File: src/rtl/dma_chain_pkg.sv
package dma_chain_pkg;
   localparam int LEN_W = 13;

   typedef enum logic [2:0] {
      S_IDLE, S_FETCH, S_LOAD, S_CHECK, S_READ, S_WRITE, S_POST
   } chan_state_e;

   typedef struct packed {
      logic [LEN_W-1:0] len;
      logic [2:0]       width;
      logic [5:0]       burst;
      logic             inc_src;
      logic             inc_dst;
      logic             flow;
      logic             end_ie;
      logic             start_ie;
   } cmd_view_t;
endpackage

File: src/rtl/dma_cmd_decode.sv
module dma_cmd_decode
   import dma_chain_pkg::*;
(
   input  logic [31:0] cmd_i,
   output cmd_view_t   view_o
);
   logic unused_cmd_bits;
   assign unused_cmd_bits = ^{cmd_i[27:23], cmd_i[20:18]};

   always_comb begin
      view_o.len = cmd_i[LEN_W-1:0];
      case (cmd_i[15:14])
         2'd2:    view_o.width = 3'd2;
         2'd3:    view_o.width = 3'd4;
         default: view_o.width = 3'd1;
      endcase
      view_o.burst    = 6'(6'd4 << cmd_i[17:16]);
      view_o.inc_src  = cmd_i[31];
      view_o.inc_dst  = cmd_i[30];
      view_o.flow     = cmd_i[29] | cmd_i[28];
      view_o.end_ie   = cmd_i[21];
      view_o.start_ie = cmd_i[22];
   end
endmodule

File: src/rtl/dma_desc_addr.sv
module dma_desc_addr #(
   parameter int ADDR_W = 32,
   parameter int BRANCH_STEP = 32
) (
   input  logic [ADDR_W-1:0] ptr_i,
   input  logic              cmp_i,
   output logic [ADDR_W-1:0] addr_o
);
   logic unused_ptr_bits;
   assign unused_ptr_bits = ^{ptr_i[3:2], ptr_i[0]};

   logic [ADDR_W-1:0] aligned;
   assign aligned = {ptr_i[ADDR_W-1:4], 4'b0000};
   assign addr_o  = aligned + ((ptr_i[1] && cmp_i) ? ADDR_W'(BRANCH_STEP) : '0);
endmodule

File: src/rtl/dma_burst_buf.sv
module dma_burst_buf #(
   parameter int BUF_BYTES = 32,
   parameter int DATA_W = 32,
   localparam int LANES = DATA_W / 8,
   localparam int LANE_W = $clog2(LANES),
   localparam int OFF_W = $clog2(BUF_BYTES) + 1
) (
   input  logic              clk,
   input  logic              rst_n,
   input  logic              wr_en,
   input  logic [OFF_W-1:0]  wr_off,
   input  logic [2:0]        wr_bytes,
   input  logic [DATA_W-1:0] wr_data,
   input  logic [OFF_W-1:0]  rd_off,
   output logic [DATA_W-1:0] rd_data
);
   localparam logic [OFF_W-1:0] LIMIT = OFF_W'(BUF_BYTES);

   logic [8*BUF_BYTES-1:0] flat;
   logic [OFF_W-1:0]       wr_end;
   assign wr_end = wr_off + OFF_W'(wr_bytes);

   for (genvar i = 0; i < BUF_BYTES; i++) begin : g_byte
      logic [7:0]       q;
      logic [OFF_W-1:0] lane;
      logic             hit;
      assign lane = OFF_W'(i) - wr_off;
      assign hit  = wr_en && (OFF_W'(i) >= wr_off) && (OFF_W'(i) < wr_end);
      always_ff @(posedge clk or negedge rst_n) begin
         if (!rst_n)   q <= '0;
         else if (hit) q <= wr_data[{lane[LANE_W-1:0], 3'b000} +: 8];
      end
      assign flat[8*i +: 8] = q;
   end

   for (genvar j = 0; j < LANES; j++) begin : g_lane
      logic [OFF_W-1:0] idx;
      assign idx = rd_off + OFF_W'(j);
      assign rd_data[8*j +: 8] = (idx < LIMIT) ? flat[{idx, 3'b000} +: 8] : 8'h00;
   end

   p_buf_bound_r3: assert property (@(posedge clk) disable iff (!rst_n)
      wr_en |-> (wr_end <= LIMIT));
endmodule

File: src/rtl/dma_chain_engine.sv
module dma_chain_engine
   import dma_chain_pkg::*;
#(
   parameter int ADDR_W = 32,
   parameter int DATA_W = 32,
   parameter int BUF_BYTES = 32
) (
   input  logic              clk,
   input  logic              rst_n,
   input  logic              start_i,
   input  logic [ADDR_W-1:0] start_ptr_i,
   input  logic              cmp_status_i,
   input  logic              no_fetch_i,
   input  logic              eor_stop_i,
   input  logic              eor_jump_i,
   input  logic              dreq_i,
   output logic              mem_req_o,
   output logic              mem_we_o,
   output logic [ADDR_W-1:0] mem_addr_o,
   output logic [2:0]        mem_bytes_o,
   output logic [DATA_W-1:0] mem_wdata_o,
   input  logic              mem_ack_i,
   input  logic [DATA_W-1:0] mem_rdata_i,
   output logic              run_o,
   output logic              stop_o,
   output logic              end_o,
   output logic              start_st_o,
   output logic              eor_o,
   output logic [ADDR_W-1:0] cur_next_o,
   output logic [ADDR_W-1:0] cur_src_o,
   output logic [ADDR_W-1:0] cur_dst_o,
   output logic [31:0]       cur_cmd_o
);
   localparam int OFF_W = $clog2(BUF_BYTES) + 1;

   if (ADDR_W != 32 || DATA_W != 32) begin : g_bad_width
      $error("dma_chain_engine: descriptor words require 32-bit address and data");
   end
   if (BUF_BYTES < 32) begin : g_bad_buf
      $error("dma_chain_engine: buffer must hold the largest burst");
   end

   chan_state_e       state_q;
   logic [1:0]        fidx_q;
   logic [ADDR_W-1:0] fetch_q, next_q, src_q, dst_q;
   logic [31:0]       cmd_q;
   logic [OFF_W-1:0]  off_q, blen_q;
   logic              stop_q, end_q, sst_q, eor_q;

   cmd_view_t         f;
   logic [ADDR_W-1:0] ptr_sel, fetch_d;
   logic [OFF_W-1:0]  nxt_off, blen_d;
   logic              last_elem, halt_now;

   dma_cmd_decode u_dec (.cmd_i(cmd_q), .view_o(f));

   assign ptr_sel = (state_q == S_IDLE) ? start_ptr_i : next_q;
   dma_desc_addr #(.ADDR_W(ADDR_W)) u_daddr (
      .ptr_i(ptr_sel), .cmp_i(cmp_status_i), .addr_o(fetch_d));

   assign nxt_off   = off_q + OFF_W'(f.width);
   assign last_elem = nxt_off >= blen_q;
   assign blen_d    = (f.len < LEN_W'(f.burst)) ? OFF_W'(f.len) : OFF_W'(f.burst);
   assign halt_now  = no_fetch_i || next_q[0] || eor_stop_i;

   logic [DATA_W-1:0] buf_rd;
   logic              buf_wr;
   assign buf_wr = (state_q == S_READ) && mem_ack_i;

   dma_burst_buf #(.BUF_BYTES(BUF_BYTES), .DATA_W(DATA_W)) u_buf (
      .clk(clk), .rst_n(rst_n),
      .wr_en(buf_wr), .wr_off(off_q), .wr_bytes(f.width), .wr_data(mem_rdata_i),
      .rd_off(off_q), .rd_data(buf_rd));

   always_comb begin
      mem_req_o   = 1'b0;
      mem_we_o    = 1'b0;
      mem_addr_o  = '0;
      mem_bytes_o = 3'd4;
      mem_wdata_o = buf_rd;
      case (state_q)
         S_FETCH: begin
            mem_req_o  = 1'b1;
            mem_addr_o = fetch_q + ADDR_W'({fidx_q, 2'b00});
         end
         S_READ: begin
            mem_req_o   = 1'b1;
            mem_addr_o  = src_q;
            mem_bytes_o = f.width;
         end
         S_WRITE: begin
            mem_req_o   = 1'b1;
            mem_we_o    = 1'b1;
            mem_addr_o  = dst_q;
            mem_bytes_o = f.width;
         end
         default: ;
      endcase
   end

   always_ff @(posedge clk or negedge rst_n) begin
      if (!rst_n) begin
         state_q <= S_IDLE;
         fidx_q  <= '0;
         fetch_q <= '0;
         next_q  <= '0;
         src_q   <= '0;
         dst_q   <= '0;
         cmd_q   <= '0;
         off_q   <= '0;
         blen_q  <= '0;
         stop_q  <= 1'b0;
         end_q   <= 1'b0;
         sst_q   <= 1'b0;
         eor_q   <= 1'b0;
      end else begin
         case (state_q)
            S_IDLE: if (start_i) begin
               next_q  <= start_ptr_i;
               fetch_q <= fetch_d;
               fidx_q  <= '0;
               stop_q  <= 1'b0;
               end_q   <= 1'b0;
               sst_q   <= 1'b0;
               eor_q   <= 1'b0;
               state_q <= S_FETCH;
            end
            S_FETCH: if (mem_ack_i) begin
               case (fidx_q)
                  2'd0: next_q <= mem_rdata_i;
                  2'd1: src_q  <= mem_rdata_i;
                  2'd2: dst_q  <= mem_rdata_i;
                  default: cmd_q <= mem_rdata_i;
               endcase
               fidx_q <= fidx_q + 2'd1;
               if (fidx_q == 2'd3) state_q <= S_LOAD;
            end
            S_LOAD: begin
               if (cmd_q[29]) src_q[1:0] <= 2'b00;
               if (cmd_q[28]) dst_q[1:0] <= 2'b00;
               if (f.start_ie) sst_q <= 1'b1;
               state_q <= S_CHECK;
            end
            S_CHECK: begin
               if (f.len == '0) state_q <= S_POST;
               else if (!f.flow || dreq_i) begin
                  blen_q  <= blen_d;
                  off_q   <= '0;
                  state_q <= S_READ;
               end
            end
            S_READ: if (mem_ack_i) begin
               if (f.inc_src) src_q <= src_q + ADDR_W'(f.width);
               if (last_elem) begin
                  off_q   <= '0;
                  state_q <= S_WRITE;
               end else off_q <= nxt_off;
            end
            S_WRITE: if (mem_ack_i) begin
               if (f.inc_dst) dst_q <= dst_q + ADDR_W'(f.width);
               if (last_elem) begin
                  cmd_q[LEN_W-1:0] <= f.len - LEN_W'(blen_q);
                  state_q <= S_POST;
               end else off_q <= nxt_off;
            end
            S_POST: begin
               if (f.len == '0) begin
                  if (f.end_ie) end_q <= 1'b1;
                  if (halt_now) begin
                     stop_q  <= 1'b1;
                     state_q <= S_IDLE;
                  end else begin
                     fetch_q <= fetch_d;
                     fidx_q  <= '0;
                     state_q <= S_FETCH;
                  end
               end else if (f.flow && !dreq_i) begin
                  eor_q <= 1'b1;
                  if (eor_stop_i) begin
                     stop_q  <= 1'b1;
                     state_q <= S_IDLE;
                  end else if (eor_jump_i && !no_fetch_i) begin
                     fetch_q <= fetch_d;
                     fidx_q  <= '0;
                     state_q <= S_FETCH;
                  end else state_q <= S_CHECK;
               end else state_q <= S_CHECK;
            end
            default: state_q <= S_IDLE;
         endcase
      end
   end

   assign run_o      = (state_q != S_IDLE);
   assign stop_o     = stop_q;
   assign end_o      = end_q;
   assign start_st_o = sst_q;
   assign eor_o      = eor_q;
   assign cur_next_o = next_q;
   assign cur_src_o  = src_q;
   assign cur_dst_o  = dst_q;
   assign cur_cmd_o  = cmd_q;

   p_req_hold_r10: assert property (@(posedge clk) disable iff (!rst_n)
      (mem_req_o && !mem_ack_i) |=> (mem_req_o && $stable(mem_addr_o)
                                     && $stable(mem_we_o) && $stable(mem_wdata_o)));

   p_fetch_aligned_r1: assert property (@(posedge clk) disable iff (!rst_n)
      (state_q == S_FETCH) |-> (mem_addr_o[1:0] == 2'b00 && !mem_we_o));

   p_flow_wait_r5: assert property (@(posedge clk) disable iff (!rst_n)
      (state_q == S_CHECK && f.flow && !dreq_i && f.len != '0) |=> !mem_req_o);

   p_stop_halts_r7: assert property (@(posedge clk) disable iff (!rst_n)
      $rose(stop_q) |-> !run_o);

   p_len_shrinks_r9: assert property (@(posedge clk) disable iff (!rst_n)
      (state_q == S_WRITE && mem_ack_i && last_elem) |=>
         (cmd_q[LEN_W-1:0] < $past(cmd_q[LEN_W-1:0]) && $stable(cmd_q[31:LEN_W])));

   p_eor_paced_r6: assert property (@(posedge clk) disable iff (!rst_n)
      $rose(eor_q) |-> $past(f.flow && !dreq_i));

   p_start_ignored_r11: assert property (@(posedge clk) disable iff (!rst_n)
      (start_i && state_q != S_IDLE && state_q != S_FETCH) |=> $stable(next_q));
endmodule

File: config.mk
export PLATFORM = sky130hd
export DESIGN_NAME = dma_chain_engine
export DESIGN_NICKNAME = d
export VERILOG_FILES = /design/src/rtl/dma_chain_pkg.sv /design/src/rtl/dma_cmd_decode.sv /design/src/rtl/dma_desc_addr.sv /design/src/rtl/dma_burst_buf.sv /design/src/rtl/dma_chain_engine.sv
export SDC_FILE = /design/constraint.sdc
export NUM_CORES = 1
export LEC_CHECK = 0
export BUFFER_PORTS_ARGS = -buffer_cell sky130_fd_sc_hd__buf_4
export CAP_MARGIN = 20
export CELL_PAD_IN_SITES_DETAIL_PLACEMENT = 0
export CELL_PAD_IN_SITES_GLOBAL_PLACEMENT = 1
export CORE_MARGIN = 3
export CORE_UTILIZATION = 50
export CTS_CLUSTER_DIAMETER = 80
export CTS_CLUSTER_SIZE = 24
export DETAILED_ROUTE_END_ITERATION = 8
export PLACE_DENSITY_LB_ADDON = 0.1
export SKIP_CTS_REPAIR_TIMING = 1
export SYNTH_ARGS = -nofsm -noshare
export SYNTH_HDL_FRONTEND = slang
export SYNTH_HIERARCHICAL = 1
export SYNTH_SLANG_ARGS = --single-unit
File: constraint.sdc
create_clock -name clk -period 5.6 [get_ports clk]
set_clock_uncertainty 0.05 [all_clocks]
set_input_delay 1.12 -clock clk [delete_from_list [all_inputs] [get_ports clk]]
set_output_delay 1.12 -clock clk [all_outputs]
set_load 0.005 [all_outputs]
# Yosys cells after proc, flatten, opt, wreduce, memory -nomap -nowiden
# Cells that the tools add are included.
# word_totals
ff_bits,437
in_bits,73
output_inout_bits,202
word_cells,433
# classes
n_addsub,42
n_lt_le_gt_ge,70
eq_ne,41
n_shift,37
mux,86
bitwise_logic,3
n_reduce_logical,106
# ops
op,n
indexed part select 256 x 10 -> 8 bit,4
indexed part select 32 x 6 -> 8 bit,32
2-to-1 mux 32 bit,18
one-hot mux 32 bit (2 select lines),2
one-hot mux 30 bit (2 select lines),2
"greater-or-equal comparator 5 x 6 -> 1 bit, first input constant",16
"< comparator 5 x 6 -> 1 bit, first input constant",16
one-hot mux 32 bit (3 select lines),1
logical AND 1 bit,68
adder 32 x 3 -> 32 bit,2
2-to-1 mux 13 bit,4
"greater-or-equal comparator 4 x 6 -> 1 bit, first input constant",8
"< comparator 4 x 6 -> 1 bit, first input constant",8
2-to-1 mux 6 bit,8
"!= test 2 bit, second input constant",20
2-to-1 mux 3 bit,12
adder 32 bit,1
adder 32 x 4 -> 32 bit,1
2-to-1 mux 8 bit,4
"subtractor 1 x 2 -> 2 bit, first input constant",16
"subtractor 2 bit, first input constant",16
one-hot mux 13 bit (2 select lines),1
"greater-or-equal comparator 3 x 6 -> 1 bit, first input constant",4
"< comparator 3 x 6 -> 1 bit, first input constant",4
44 further kinds,117

# Longest topological paths before layout
# depth
ltp_word,10
depth_mapped,14
depth_no_buf,12

# Modules after synthesis
# The synthesis kept the hierarchy.
# by_module_without_submodules
mod,instances,cells_each,area_each_um2,seq_area_each_um2
dma_burst_buf,1,1285,19718.9,6406.1
dma_chain_engine,1,1274,11536.1,4529.3
dma_desc_addr,1,79,574.3,0.0
dma_cmd_decode,1,28,195.2,0.0

# Least setup slack after synthesis
# OpenSTA, ideal clock, no wires.
# synth_path
path_kind,flip-flop to output port
from,register off_q[0]
to,output mem_wdata_o[14]
t_arrival_ns,3.830
setup_slack_ns,0.600
stages_incl_launch_ff,14
n_path_buf,7
cell_sequence,dfrtp_1 buf_2 buf_2 buf_2 buf_2 buf_2 inv_1 ha_1 buf_2 buf_1 mux4_2 a211oi_1 a21oi_1 a32o_1
# synth_via
elab_chain_len,3
word_cells_on_any_way,4
# synth_rtl
item,line_no,text
from (decl),dma_chain_engine.sv:47,"logic [OFF_W-1:0] off_q, blen_q;"
from (signal assigned),dma_chain_engine.sv:157,end else off_q <= nxt_off;
from (signal assigned),dma_chain_engine.sv:164,end else off_q <= nxt_off;
adder 6 x 1 -> 6 bit (*),dma_burst_buf.sv:38,assign idx = rd_off + OFF_W'(j);
indexed part select 256 x 10 -> 8 bit or < comparator 6 bit (tied branches),dma_burst_buf.sv:39,"assign rd_data[8*j +: 8] = (idx < LIMIT) ? flat[{idx, 3'b000} +: 8] : 8'h00;"
2-to-1 mux 8 bit (*),dma_burst_buf.sv:39,
to (decl),dma_chain_engine.sv:21,"output logic [DATA_W-1:0] mem_wdata_o,"
# Mark *: on every way between the ends. The rest lies on a longest branch, timed or not.

# Worst setup path in the final report
# layout_path
from,register off_q[1]
to,output mem_wdata_o[11]
# Same word-level chain as after synthesis.

==> metrics.yaml <==
power_and_ir_drop:
  p_leak_uw: 0.0152
  total_power_uw: 16300
  power_density_nw_per_um2: 449
  peakVddDrop_uv: 246
route:
  vias: 25800
  drt-vias-per-instance: 6.94
  drc: 0
  avgRoutedWirePerCell_um: 31.6
  dr.first_iter.drc_count: 2778
  wl_um: 117000
  final_antenna_net_count: 0
  dr.pass1.iters: 6
clock_network:
  cts_tree: "done"
  cts_sinks: 437
  clk_pin_slew_worst_paths_ns: 0.09
  clkLatencyLatePin_ns: 0.59
  cts_buffers: 36
  clockBufferDepth: 3
  htreeDepth: 2
  cts_root_buffer: "clkbuf_16"
synthesis:
  syn_inst: 2663
  syn_avg_cell_area_um2: 12.0
  syn_area_um2: 32000
  ys.warnings.count: 6
sta:
  fin_crit_ns: 5.10
  max_freq_mhz: 196
  finalHoldViolCount: 0
  setup_violations: 0
  drv_slew: 0
  worstMarginPinSlew_ns: 1.22
  period_share: 0.910
  slew_headroom: 0.181
  rsz0062_at_grt: "no"
  finalSetupTns_ns: 0
status:
  outcome: "complete, no violations"
placed_design:
  dpl-instance-area_um2: 35000
  io_buffers: 274
  gp_congestion: 0.924
  post-dp-hpwl_um: 81700
grt:
  grt_start_max_net_pins: 116
  grt_antenna_before_repair: 4
  track_usage: 0.348
  grt_pass1_wl_um: 172000
  grt_overflow_total: 0
  grt_pass1_vias: 25500
critical_path:
  end_kind: "output pin"
  critPathLaunchType: "register"
  path_max_fanout: 48
  critPathArrivalTime_ns: 3.93
  critical_path_class: "register to output pin"
  worstPathRequired_ns: 4.43
cells_and_area:
  area_growth_pct: 13.2
  layout.nets: 2967
  drive_gt1_frac: 0.404
  fill_cells: 5291
  final_util: 0.573
  postLayoutCellArea_um2: 36200
floorplan:
  coreArea_um2: 63200
  die-area_um2: 67100
  fp-row-count: 92
  die-width_um: 259
  initial_core_util: 0.506
  pin_count: 275
  die_y_um: 259
run:
  drv.max_cap_violation_count: 0
min_path:
  min_path_type: "register to register"
-- final cells by class --
cell class                      count  area, µm²  share of cell area
Tap cell                          846       1060              0.0292
Inverter                           50        188             0.00518
Antenna cell                        3       7.51            0.000207
Clock buffer                       38        940              0.0259
Multi-Input combinational cell   1974      20100               0.553
Sequential cell                   437      10900               0.302
Clock inverter                     25        298             0.00822
Timing Repair Buffer              342       2740              0.0756
-- power breakdown --
| part | total [µW] | leakage [µW] | internal [µW] | switching (µW) |
|---|---|---|---|---|
| Sequential | 5010 | 0.00579 | 3860 | 1150 |
| Clock | 2790 | 0.000605 | 1320 | 1470 |
| Combinational | 8470 | 0.00885 | 3920 | 4550 |
-- layout by cell type (no fill, tap or decap), drive strengths merged, types with 6 or more instances in the layout --
| master | instances |
|---|---|
| a21o | 8 |
| or3 | 6 |
| buf | 342 |
| and2 | 28 |
| nand3 | 81 |
| a21oi | 111 |
| o31a | 6 |
| a211oi | 15 |
| nor2 | 128 |
| fa | 6 |
| dfrtp | 437 |
| a2bb2oi | 15 |
| inv | 65 |
| o21ai | 131 |
| clkbuf | 38 |
| o31ai | 8 |
| mux2i | 81 |
| nor2b | 26 |
| mux2 | 344 |
| a22oi | 29 |
| nor4 | 11 |
| nand4 | 26 |
| a22o | 11 |
| conb | 6 |
| xor2 | 33 |
| and3 | 26 |
| a32o | 10 |
| clkinv | 9 |
| o211ai | 25 |
| nand2b | 12 |
| ha | 47 |
| mux4 | 336 |
| nand2 | 196 |
| and4 | 8 |
| a31oi | 20 |
| xnor2 | 46 |
| o21a | 9 |
| or2 | 11 |
| o22ai | 28 |
| nor3 | 25 |
-- sequential cells by signal (all words and copies together), names as in the netlist, 2 cells and up --
| register | count |
|---|---|
| blen_q | 6 |
| cur_cmd_o | 32 |
| cur_dst_o | 32 |
| cur_next_o | 32 |
| cur_src_o | 32 |
| fetch_q | 32 |
| fidx_q | 2 |
| off_q | 6 |
| state_q | 3 |
| u_buf/g_byte.q | 256 |
-- per-layer routing --
layer	share of wire	vias to the layer above	track usage	routed length [µm]
li1	-	10700	-	-
met1	0.37	13300	0.449	43900
met2	0.46	1469	0.543	54400
met3	0.094	343	0.0816	11000
met4	0.068	2	0.197	7970
met5	0.00014	-	0	16
-- critical path, stage by stage (launching register included) --
cell      delay, ns
dfrtp_4        0.79
inv_1          0.22
ha_4           0.51
buf_12         0.34
mux4_2         0.53
and2_1         0.17
a211oi_1       0.26
a21oi_1        0.09
a32o_1         0.26
buf_4          0.14
-- path summary, 6_finish.rpt --
check	startpoint	end	slack (ns)	depth (start not counted)
min in group asynchronous	rst_n	u_buf/g_byte[22].q[7]	0.52	1
worst max register to register	cur_cmd_o[15]	cur_cmd_o[0]	1.39	13
worst min-delay path	fetch_q[0]	fetch_q[0]	0.44	1
max in group asynchronous	rst_n	u_buf/g_byte[14].q[6]	3.72	2
worst max-delay path	off_q[1]	mem_wdata_o[11]	0.50	9
worst min register to register	fetch_q[0]	fetch_q[0]	0.44	1
-- through the flow --
stage          std cells  hold WS (ns)  setup slack (ns)
2_1_floorplan       2667         0.404             0.600
3_3_place_gp        3647         0.416              1.22
3_5_place_dp        3649         0.425              1.11
4_1_cts             3712         0.444             0.475
5_1_grt             3712         0.475             0.317
6_report            3715         0.444             0.502
No activity file was read; power rests on OpenSTA's default activity.
